**src/rtl/zl_pkg.sv**
```systemverilog
// Shared types for the cache line zeroing engine.
// Assumes nothing beyond a single clock domain.
package zl_pkg;
    // Sequencer states: idle, waiting for beat acknowledges, completion pulse.
    typedef enum logic [1:0] {
        ZL_IDLE = 2'd0,
        ZL_WAIT = 2'd1,
        ZL_DONE = 2'd2
    } zl_state_e;
endpackage

```
**src/rtl/zl_seq.sv**
```systemverilog
// Beat sequencer: holds the line, starting row and way of the accepted
// request, steps a row counter on each acknowledge and raises the strobe
// for one outstanding write beat at a time.
// Assumes ROW_W >= 1 and that the row count is a power of two.
module zl_seq
    import zl_pkg::*;
#(
    parameter int ADDR_W = 32,
    parameter int ROW_W  = 3,
    parameter int OFF_W  = 3,
    parameter int SET_W  = 4,
    parameter int WAY_W  = 2,
    localparam int LINE_W = ADDR_W - ROW_W - OFF_W
) (
    input  logic              clk,
    input  logic              rst_n,
    input  logic              start,
    input  logic [LINE_W-1:0] start_line,
    input  logic [ROW_W-1:0]  start_row,
    input  logic [WAY_W-1:0]  start_way,
    input  logic              wb_ack,
    output logic              busy,
    output logic              done,
    output logic              beat_go,
    output logic [SET_W-1:0]  cur_set,
    output logic [WAY_W-1:0]  cur_way,
    output logic [ROW_W-1:0]  cur_row,
    output logic              wb_stb,
    output logic [ADDR_W-1:0] wb_adr
);
    zl_state_e         state_q;
    logic [ROW_W-1:0]  row_q;
    logic [ROW_W-1:0]  cnt_q;
    logic [LINE_W-1:0] line_q;
    logic [WAY_W-1:0]  way_q;

    // Sequencing of one zeroing operation, reused from the refill pattern.
    always_ff @(posedge clk) begin
        if (!rst_n) begin
            state_q <= ZL_IDLE;
            row_q   <= '0;
            cnt_q   <= '0;
            line_q  <= '0;
            way_q   <= '0;
        end else begin
            case (state_q)
                ZL_IDLE: begin
                    if (start) begin
                        state_q <= ZL_WAIT;
                        row_q   <= start_row;
                        cnt_q   <= '0;
                        line_q  <= start_line;
                        way_q   <= start_way;
                    end
                end
                ZL_WAIT: begin
                    if (wb_ack) begin
                        row_q <= row_q + 1'b1;
                        cnt_q <= cnt_q + 1'b1;
                        if (&cnt_q) begin
                            state_q <= ZL_DONE;
                        end
                    end
                end
                ZL_DONE: state_q <= ZL_IDLE;
                default: state_q <= ZL_IDLE;
            endcase
        end
    end

    // Status and bus address derived from the current state.
    always_comb begin
        busy    = (state_q != ZL_IDLE);
        done    = (state_q == ZL_DONE);
        wb_stb  = (state_q == ZL_WAIT);
        beat_go = wb_stb && wb_ack;
        cur_set = line_q[SET_W-1:0];
        cur_way = way_q;
        cur_row = row_q;
        wb_adr  = wb_stb ? {line_q, row_q, {OFF_W{1'b0}}} : '0;
    end
endmodule

```
**src/rtl/zl_arr_port.sv**
```systemverilog
// Array write port driver: turns sequencer events into write strobes for
// the data RAM, the tag array and the valid bits.
// Assumes allocation (from idle) and completion never coincide.
module zl_arr_port #(
    parameter int SET_W     = 4,
    parameter int WAY_W     = 2,
    parameter int ROW_W     = 3,
    parameter int TAG_W     = 22,
    parameter int BUS_BYTES = 8
) (
    input  logic                   alloc,
    input  logic [SET_W-1:0]       req_set,
    input  logic [TAG_W-1:0]       req_tag,
    input  logic [WAY_W-1:0]       repl_way,
    input  logic                   beat_go,
    input  logic                   done,
    input  logic [SET_W-1:0]       cur_set,
    input  logic [WAY_W-1:0]       cur_way,
    input  logic [ROW_W-1:0]       cur_row,
    output logic                   ram_we,
    output logic [SET_W-1:0]       ram_set,
    output logic [WAY_W-1:0]       ram_way,
    output logic [ROW_W-1:0]       ram_row,
    output logic [BUS_BYTES-1:0]   ram_be,
    output logic [8*BUS_BYTES-1:0] ram_wdata,
    output logic                   tag_we,
    output logic [SET_W-1:0]       tag_set,
    output logic [WAY_W-1:0]       tag_way,
    output logic [TAG_W-1:0]       tag_wdata,
    output logic                   vld_we,
    output logic [SET_W-1:0]       vld_set,
    output logic [WAY_W-1:0]       vld_way,
    output logic                   vld_wdata
);
    // Zero row write on every acknowledged beat.
    always_comb begin
        ram_we    = beat_go;
        ram_set   = cur_set;
        ram_way   = cur_way;
        ram_row   = cur_row;
        ram_be    = {BUS_BYTES{beat_go}};
        ram_wdata = '0;
    end

    // Tag install and valid clear on allocation, valid set on completion.
    always_comb begin
        tag_we    = alloc;
        tag_set   = req_set;
        tag_way   = repl_way;
        tag_wdata = req_tag;
        vld_we    = alloc || done;
        vld_set   = done ? cur_set : req_set;
        vld_way   = done ? cur_way : repl_way;
        vld_wdata = done;
    end
endmodule

```
**src/rtl/cline_zero.sv**
```systemverilog
// Cache line zeroing engine top: accepts a zero-line request from idle,
// picks the hit way or the victim way, and wires the sequencer to the
// bus and to the array write ports.
// Assumes power-of-two line, bus width, set and way counts.
module cline_zero
    import zl_pkg::*;
#(
    parameter int ADDR_W     = 32,
    parameter int BUS_BYTES  = 8,
    parameter int LINE_BYTES = 64,
    parameter int NUM_SETS   = 16,
    parameter int NUM_WAYS   = 4,
    localparam int ROWS       = LINE_BYTES / BUS_BYTES,
    localparam int ROW_W      = $clog2(ROWS),
    localparam int OFF_W      = $clog2(BUS_BYTES),
    localparam int LINE_OFF_W = ROW_W + OFF_W,
    localparam int SET_W      = $clog2(NUM_SETS),
    localparam int WAY_W      = $clog2(NUM_WAYS),
    localparam int TAG_W      = ADDR_W - LINE_OFF_W - SET_W,
    localparam int DATA_W     = 8 * BUS_BYTES
) (
    input  logic                 clk,
    input  logic                 rst_n,
    input  logic                 req_valid,
    input  logic                 req_zero,
    input  logic                 req_load,
    input  logic [ADDR_W-1:0]    req_addr,
    input  logic                 req_hit,
    input  logic [WAY_W-1:0]     req_hit_way,
    input  logic [WAY_W-1:0]     repl_way,
    output logic                 busy,
    output logic                 done,
    output logic                 wb_cyc,
    output logic                 wb_stb,
    output logic                 wb_we,
    output logic [ADDR_W-1:0]    wb_adr,
    output logic [BUS_BYTES-1:0] wb_sel,
    output logic [DATA_W-1:0]    wb_dat_o,
    input  logic                 wb_ack,
    output logic                 ram_we,
    output logic [SET_W-1:0]     ram_set,
    output logic [WAY_W-1:0]     ram_way,
    output logic [ROW_W-1:0]     ram_row,
    output logic [BUS_BYTES-1:0] ram_be,
    output logic [DATA_W-1:0]    ram_wdata,
    output logic                 tag_we,
    output logic [SET_W-1:0]     tag_set,
    output logic [WAY_W-1:0]     tag_way,
    output logic [TAG_W-1:0]     tag_wdata,
    output logic                 vld_we,
    output logic [SET_W-1:0]     vld_set,
    output logic [WAY_W-1:0]     vld_way,
    output logic                 vld_wdata
);
    logic                 accept;
    logic                 beat_go;
    logic [SET_W-1:0]     cur_set;
    logic [WAY_W-1:0]     cur_way;
    logic [ROW_W-1:0]     cur_row;
    logic [WAY_W-1:0]     start_way;
    logic                 unused_byte_off;

    // Request acceptance and way selection.
    always_comb begin
        accept          = !busy && req_valid && req_zero && !req_load;
        start_way       = req_hit ? req_hit_way : repl_way;
        unused_byte_off = ^req_addr[OFF_W-1:0];
    end

    // Fixed bus beat shape: full-width zero writes.
    always_comb begin
        wb_cyc   = wb_stb;
        wb_we    = wb_stb;
        wb_sel   = {BUS_BYTES{wb_stb}};
        wb_dat_o = '0;
    end

    zl_seq #(
        .ADDR_W(ADDR_W),
        .ROW_W (ROW_W),
        .OFF_W (OFF_W),
        .SET_W (SET_W),
        .WAY_W (WAY_W)
    ) i_seq (
        .clk       (clk),
        .rst_n     (rst_n),
        .start     (accept),
        .start_line(req_addr[ADDR_W-1:LINE_OFF_W]),
        .start_row (req_addr[OFF_W +: ROW_W]),
        .start_way (start_way),
        .wb_ack    (wb_ack),
        .busy      (busy),
        .done      (done),
        .beat_go   (beat_go),
        .cur_set   (cur_set),
        .cur_way   (cur_way),
        .cur_row   (cur_row),
        .wb_stb    (wb_stb),
        .wb_adr    (wb_adr)
    );

    zl_arr_port #(
        .SET_W    (SET_W),
        .WAY_W    (WAY_W),
        .ROW_W    (ROW_W),
        .TAG_W    (TAG_W),
        .BUS_BYTES(BUS_BYTES)
    ) i_arr (
        .alloc    (accept && !req_hit),
        .req_set  (req_addr[LINE_OFF_W +: SET_W]),
        .req_tag  (req_addr[ADDR_W-1 -: TAG_W]),
        .repl_way (repl_way),
        .beat_go  (beat_go),
        .done     (done),
        .cur_set  (cur_set),
        .cur_way  (cur_way),
        .cur_row  (cur_row),
        .ram_we   (ram_we),
        .ram_set  (ram_set),
        .ram_way  (ram_way),
        .ram_row  (ram_row),
        .ram_be   (ram_be),
        .ram_wdata(ram_wdata),
        .tag_we   (tag_we),
        .tag_set  (tag_set),
        .tag_way  (tag_way),
        .tag_wdata(tag_wdata),
        .vld_we   (vld_we),
        .vld_set  (vld_set),
        .vld_way  (vld_way),
        .vld_wdata(vld_wdata)
    );
endmodule

```
**config.mk**
```make
export PLATFORM = sky130hd
export DESIGN_NAME = cline_zero
export DESIGN_NICKNAME = d
export VERILOG_FILES = /design/src/rtl/zl_pkg.sv /design/src/rtl/zl_seq.sv /design/src/rtl/zl_arr_port.sv /design/src/rtl/cline_zero.sv
export SDC_FILE = /design/constraint.sdc
export NUM_CORES = 1
export LEC_CHECK = 0
export BUFFER_PORTS_ARGS = -buffer_cell sky130_fd_sc_hd__clkbuf_2
export CORE_AREA = 3 3 105 107
export DETAILED_ROUTE_END_ITERATION = 12
export DIE_AREA = 0 0 108 110
export MAX_ROUTING_LAYER = met4
export PLACE_DENSITY = 0.67
export SLEW_MARGIN = 20
export SYNTH_ARGS = -nofsm -noshare
export SYNTH_HDL_FRONTEND = slang
export SYNTH_SLANG_ARGS = --single-unit
```
**constraint.sdc**
```tcl
create_clock -name clk -period 2.2 [get_ports clk]
set_clock_uncertainty 0.1 [all_clocks]
set_input_delay 0.33 -clock clk [delete_from_list [all_inputs] [get_ports clk]]
set_output_delay 0.33 -clock clk [all_outputs]
set_load 0.01 [all_outputs]
```
* Word-level counts from Yosys, hierarchy flattened *
Index checks and enable logic that the tools add are counted.

storage, ports and cells
  register bits = 36
  word-level logic and storage cells = 42
  bits of input ports = 43

operators by class
  mux-type cells = 14
  reductions and logical operators = 16
  eq/ne operators = 5
  add/sub/neg operators = 2

operator list
  kind                   number
  $mux W32               1
  $mux W3                4
  $pmux W3 S2            2
  $mux W2                5
  $reduce_and A3 Y1      3
  $add A3 B1 Y3 const B  2
  $logic_and A1 B1 Y1    5
  $mux W4                1
  $ne A2 B1 Y1 const B   2
  $pmux W2 S2            1
  $reduce_bool A2 Y1     2
  $logic_not A1 Y1       3
  $eq A2 B1 Y1 const B   1
  $eq A2 B2 Y1 const B   1
  $logic_not A2 Y1       1
  $ne A2 B2 Y1 const B   1
  $reduce_and A2 Y1      1
  $logic_or A1 B1 Y1     1

* Longest topological paths before layout *
Gate-level depths: netlist of the first run.

  depth after elaboration = 7
  mapped depth = 5
  gate-level depth less buffers = 5

* Cells and area by module *
Synthesis of the first run repeated with hierarchy kept, for this count alone.

unflattened totals
  cell total of the unflattened synthesis = 409
  area, all modules = 3198.1 um^2

by module, submodules not included
  module       cells each  times used  area an instance (um^2)
  zl_seq       209         1           1644.1
  zl_arr_port  121         1           952.2
  cline_zero   79          1           601.8

* Worst setup path after synthesis of the first run *
OpenSTA, ideal clock, no wires.

  kind = input port to output port
  start point = input port req_load
  end point = output port vld_we
  path buffers = 2
  slack = 607 ps
  stages = 5
  arrival time = 1163 ps
  required time = 1770 ps
  path through = and3b_1 buf_2 buf_2 nand2_1 o21ai_0

on the way
  cells in the longest elaborated chain, start to end = 4

ends and longest elaborated chain
  element              RTL line           RTL
  start: declaration   cline_zero.sv:26   input logic req_load,
  $logic_not A1 Y1     cline_zero.sv:65   accept = !busy && req_valid && req_zero && !req_load;
  $logic_and A1 B1 Y1  cline_zero.sv:65
  $logic_and A1 B1 Y1  cline_zero.sv:109  .alloc (accept && !req_hit),
  $logic_or A1 B1 Y1   zl_arr_port.sv:51  vld_we = alloc || done;
  end: declaration     cline_zero.sv:50   output logic vld_we,

Every way passes these cells.

* Worst setup path in the final report of the first run *
  start point = register i_seq.state_q[0]
  end point = output port vld_set[1]

on the way
  cells in the longest elaborated chain, start to end = 2

ends and longest elaborated chain
  element                   RTL line           RTL
  start: declaration        zl_seq.sv:31       zl_state_e state_q;
  start signal: assignment  zl_seq.sv:40       state_q <= ZL_IDLE;
  start signal: assignment  zl_seq.sv:49       state_q <= ZL_WAIT;
  start signal: assignment  zl_seq.sv:61       state_q <= ZL_DONE;
  $eq A2 B2 Y1              zl_seq.sv:74       done = (state_q == ZL_DONE);
  $mux W4                   zl_arr_port.sv:52  vld_set = done ? cur_set : req_set;
  end: declaration          cline_zero.sv:51   output logic [SET_W-1:0] vld_set,

Every way passes these cells.

==> results of run 1 <==
-- state kept, by name, summed over array words and instances (netlist names) --
name	count
i_seq.line_q	26
i_seq.cnt_q	3
i_seq.cur_row	3
i_seq.cur_way	2
i_seq.state_q	2
-- Yosys cell counts (4+ instances only) --
master / n / area [µm²]
nand2_1: 5 / 18.77
buf_4: 184 / 1381
nand3_1: 28 / 140.1
mux2_2: 4 / 45.04
o21ai_0: 12 / 60.06
and2_1: 29 / 181.4
clkbuf_1: 6 / 22.52
mux2i_1: 4 / 40.04
o21ai_1: 17 / 85.08
dfxtp_1: 36 / 720.7
buf_2: 13 / 65.06
a21oi_1: 33 / 165.2
-- path summary, 6_finish.rpt --
| kind | from | endpoint | slack (ns) | cells after the start |
|---|---|---|---|---|
| max | i_seq.state_q[0]$_SDFFE_PN0P_ | vld_set[1] | 0.13 | 4 |
| min | req_addr[11] | i_seq.line_q[5]$_SDFFE_PN0P_ | 0.18 | 3 |
| max reg2reg | i_seq.state_q[1]$_SDFFE_PN0P_ | i_seq.line_q[19]$_SDFFE_PN0P_ | 0.64 | 5 |
| min reg2reg | i_seq.line_q[23]$_SDFFE_PN0P_ | i_seq.line_q[23]$_SDFFE_PN0P_ | 0.37 | 2 |
-- cell type report --
type	count	area, µm²	share of cell area, %
Clock buffer	7	86.33	2.653
Tap cell	136	170.2	5.229
Inverter	5	18.77	0.5767
Timing Repair Buffer	146	768.2	23.61
Clock inverter	1	7.507	0.2307
Multi-Input combinational cell	292	1483	45.56
Sequential cell	36	720.7	22.15
-- metal layers --
layer,track usage [%],vias to the layer above
met5,-,-
met4,2.885,0
met3,2.388,2
met2,21.76,154
met1,13.29,1127
li1,-,1180
-- through the flow --
stage / instance area (µm²) / cells
2_1_floorplan: 3686 / 536
3_3_place_gp: 3158 / 615
3_5_place_dp: 3158 / 615
4_1_cts: 3252 / 623
5_1_grt: 3254 / 623
6_report: 3254 / 623
-- power groups by stage --
stage	Sequential (µW)	Clock, µW	Combinational (µW)
2_1_floorplan	702	0	461
5_1_grt	692	566	417
3_3_place_gp	704	0	367
4_1_cts	689	541	370
6_report	689	506	371
3_5_place_dp	704	0	370
-- worst max-delay path: cells and delay by family (launching register included) --
family,cells,cell delay (ns)
mux,1,0.34
flops,1,0.46
buf+inv,2,0.32
simple gates,1,0.24
-- cells by family after synthesis --
logic type | Yosys count | share of synthesized area, %
adders and majority gates | 3 | 1.174
other | 1 | 0.1173
buffers and inverters | 208 | 46.52
and+or+nand+nor | 76 | 13.81
AOI/OAI and AO/OA | 72 | 12.48
muxes | 10 | 3.365
DFF | 36 | 22.54
-- what timing repair did --
action,CTS,global route
endpoints found under the setup margin,0,4
endpoints found under the hold margin,0,0
gates resized for setup,0,1
==> run summary, run 1 <==
Met1 Routed Length = 2912 µm
Hold Violations, Final = 0
Fin util = 31.81%
Seq pwr share = 44.0%
I/O Buffers = 136
GRT Overall Usage = 11.87%
Pre-CTS setup slack = 0.3455 ns
Post-CTS setup buffer count = 0
Clk root buf = clkbuf_8
Crit end category = output pin
Netlist cell types = 32
Final Power = 1565 µW
Crit-path slowest cell = dfxtp_1
Psw = 527.3 µW
F_max = 482.7 MHz
Most used DFF post-synth = dfxtp_1
Largest net degree at the start of global routing = 43
Area Growth Syn to Fin = 1.761%
Starting DRT DRC Count = 74
Htree depth = 2
Clock buffer count from CTS = 5
Most frequent cells in the layout = clkbuf_2 (136), conb_1 (131), dfxtp_1 (36)
Nets = 532
Max-Cap Viols = 0
Synth Area per Inst = 7.877 µm²
Clk sink count = 36
Max-slew violation count = 0
RSZ-0062 raised after global routing = false
Die Y = 110 µm
Ys Warns = 0
Routed wl met3 = 710 µm
Worst-path cell chain = nand2b_2, buf_4, mux2_2, clkbuf_2
Tightest Pin Transition = 0.5497 ns
PnR worst setup slack = 0.1283 ns
Layout cell share with drive strength beyond 1 = 33.88%
DRC Markers = 0
Worst hold path class = input pin to flop
Sequential area share after synthesis = 22.54%
Routed len/inst = 12.23 µm
Crit-path max cell delay = 0.46 ns
Async set or reset register ratio after synthesis = 0%
Setup TNS = 0 ns
N_diodes = 0
Via density = 3.953
Maximum vdd ir drop = 0.0001704 V
Combinational power share = 23.7%
Gp weighted congestion = 0.7251
Met2 WL post-DR = 3961 µm
Tcrit/Tclk final = 94.17%
WHS = 0.1840 ns
Fillers = 1173
Internal power = 1038 µW
Clock group share of total power = 32.3%
CTS Buffer Depth = 2
Leak pwr = 0.001728 µW
Die W = 108 µm
Vias in the first global route = 2015
Status = finished, final reports clean
Io pins = 271
Tmin final = 2.072 ns
TritonRoute pass-1 iters = 4
CORE AREA = 10230 µm²
PwrDens = 480.9 nW/µm²
Commonest non-fill, non-tap cell in the layout = clkbuf_2
Max Used Layer = met4
Initial Util = 31.26%
Worst Path Arrival = 1.64 ns
Final ANT Viol Nets = 0
Worst-skew pair later-pin latency = 0.29 ns
Via count = 2463
Worst Path Max Fanout = 7
TritonCTS clock tree = built
Critical path data required time = 1.77 ns
Register bit total from synthesis = 36
Mapped Cells = 406
Mapped cell area = 3198 µm²
Setup violations, final = 0
Startpoint Class = flop
WL final = 7618 µm
CTS Hold Buffers Added = 0
Clock Pin Slew Worst Setup and Hold Paths = 0.08 ns
Critical path class = flop to output pin
GR Overflow Total = 0
First-pass GRT wire length = 10540 µm
Full die area = 11880 µm²
EDFF count, synth = 0
Switching share of power = 33.69%
Initial antenna violation count = 0
Worst slew margin = 63.13%
DP Wirelength = 5873 µm
Row count = 37
(Power assumes the default switching activity.)
==> inputs of run 2 (changes only) <==
--- a/config.mk
+++ b/config.mk
@@ -10,7 +10,7 @@
 export DETAILED_ROUTE_END_ITERATION = 12
 export DIE_AREA = 0 0 108 110
 export MAX_ROUTING_LAYER = met4
-export PLACE_DENSITY = 0.67
+export PLACE_DENSITY = 0.77
 export SLEW_MARGIN = 20
 export SYNTH_ARGS = -nofsm -noshare
 export SYNTH_HDL_FRONTEND = slang
==> run summary, run 2 (same netlist as run 1, synthesis figures left out) <==
Status = finished, final reports clean
FF+latch area = 720.7 µm²
Switching share of power = 32.23%
Max-slew violation count = 0
Clk sink count = 36
Commonest non-fill, non-tap cell in the layout = clkbuf_2
Multi-input logic area = 1488 µm²
F_max = 498.1 MHz
Area Growth Syn to Fin = 1.604%
Post-CTS Resized = 0
CTS Hold Buffers Added = 0
Die W = 108 µm
Tmin final = 2.007 ns
Row count = 37
Die Y = 110 µm
Critical path data required time = 1.77 ns
Initial Util = 31.26%
Post-CTS setup buffer count = 0
Worst Path Arrival = 1.58 ns
Max-Cap Viols = 0
Most frequent cells in the layout = clkbuf_2 (136), conb_1 (131), dfxtp_1 (36)
DP Wirelength = 6008 µm
DRC Markers = 0
Leak pwr = 0.001733 µW
Initial antenna violation count = 0
Gp weighted congestion = 0.6947
GR Overflow Total = 0
Hold Violations, Final = 0
Clock Pin Slew Worst Setup and Hold Paths = 0.07 ns
Number of flip-flops in the largest register = 26
Io pins = 271
TritonCTS clock tree = built
Via count = 2452
CTS Buffer Depth = 2
Routed len/inst = 12.02 µm
Starting DRT DRC Count = 82
Nets = 532
Largest Register = i_seq.line_q
Final ANT Viol Nets = 0
N_diodes = 0
Setup violations, final = 0
WL final = 7478 µm
Vias in the first global route = 2081
Combinational power share = 23.7%
Clk root buf = clkbuf_8
Htree depth = 2
Maximum vdd ir drop = 0.0002165 V
Fillers = 1140
Worst-path cell chain = nand2b_2, mux2_2, clkbuf_2
Setup TNS = 0 ns
RSZ-0062 raised after global routing = false
First-pass GRT wire length = 10470 µm
Worst Path Max Fanout = 8
Setup slack, reg-to-reg = 0.61 ns
CORE AREA = 10230 µm²
Layout cell share with drive strength beyond 1 = 33.95%
I/O Buffers = 136
Crit-path max cell delay = 0.47 ns
Cell family with most CP delay = flip-flops
Tcrit/Tclk final = 91.25%
WHS = 0.1946 ns
Clock buffer count from CTS = 5
Full die area = 11880 µm²
Clock group share of total power = 32.4%
TritonRoute pass-1 iters = 4
Non-filler cells, final = 622
Startpoint Class = flop
Via density = 3.942
PwrDens = 482.3 nW/µm²
Worst-skew pair later-pin latency = 0.28 ns
GRT Overall Usage = 11.56%
Seq pwr share = 44.0%
Worst hold path class = input pin to flop
Dpl cells = 615
Critical path class = flop to output pin
Internal power = 1062 µW
Crit end category = output pin
Crit-path slowest cell = dfxtp_1
Largest net degree at the start of global routing = 34
Psw = 505.2 µW
WP buf/inv = 1
==> run 2: layout make-up <==
| cell class | instances | share of cell area (%) |
|---|---|---|
| clock buffer | 7 | 2.965 |
| inverter | 5 | 0.5776 |
| timing repair buffer | 146 | 23.26 |
| sequential | 36 | 22.18 |
| multi-input combinational | 292 | 45.78 |
| tap | 136 | 5.237 |
==> run 2: per-stage QoR <==
stage | instance area, µm² | util [%] | power, µW | setup WS, ns
floorplan | 3686 | - | 1163 | 0.6072
global placement | 3151 | 30.79 | 1068 | 0.3622
detailed placement | 3151 | 30.79 | 1073 | 0.3482
CTS | 3247 | 31.74 | 1595 | 0.02139
global route | 3249 | 31.76 | 1670 | 0.08548
finish | 3249 | 31.76 | 1567 | 0.1925
==> run 2: path summary, 6_finish.rpt <==
path                                                    start                             to  cells after the start
worst min-delay path                             req_addr[23]  i_seq.line_q[17]$_SDFFE_PN0P_                      3
worst min register to register  i_seq.line_q[19]$_SDFFE_PN0P_  i_seq.line_q[19]$_SDFFE_PN0P_                      2
worst max register to register  i_seq.state_q[1]$_SDFFE_PN0P_  i_seq.line_q[18]$_SDFFE_PN0P_                      5
worst max-delay path            i_seq.state_q[0]$_SDFFE_PN0P_                     vld_set[1]                      3
==> run 2: worst reg2reg max path: stages, from the launching register on <==
cell and delay, ns:
dfxtp_1 0.51, nor2_4 0.06, inv_2 0.28, buf_4 0.28, o21ai_0 0.11, a21oi_1 0.17
==> run 2: power groups by stage <==
stage          Clock, µW  Combinational [µW]  Sequential [µW]
2_1_floorplan          0                 461              702
3_3_place_gp           0                 365              704
3_5_place_dp           0                 369              705
4_1_cts              537                 369              689
5_1_grt              563                 415              692
6_report             508                 371              689
==> run 2: layer usage <==
layer	track usage, %	vias up	share of wire [%]
li1	-	1182	-
met1	13.03	1117	38
met2	21.00	145	53
met3	1.922	8	7.6
met4	3.607	0	1.2
met5	-	-	0
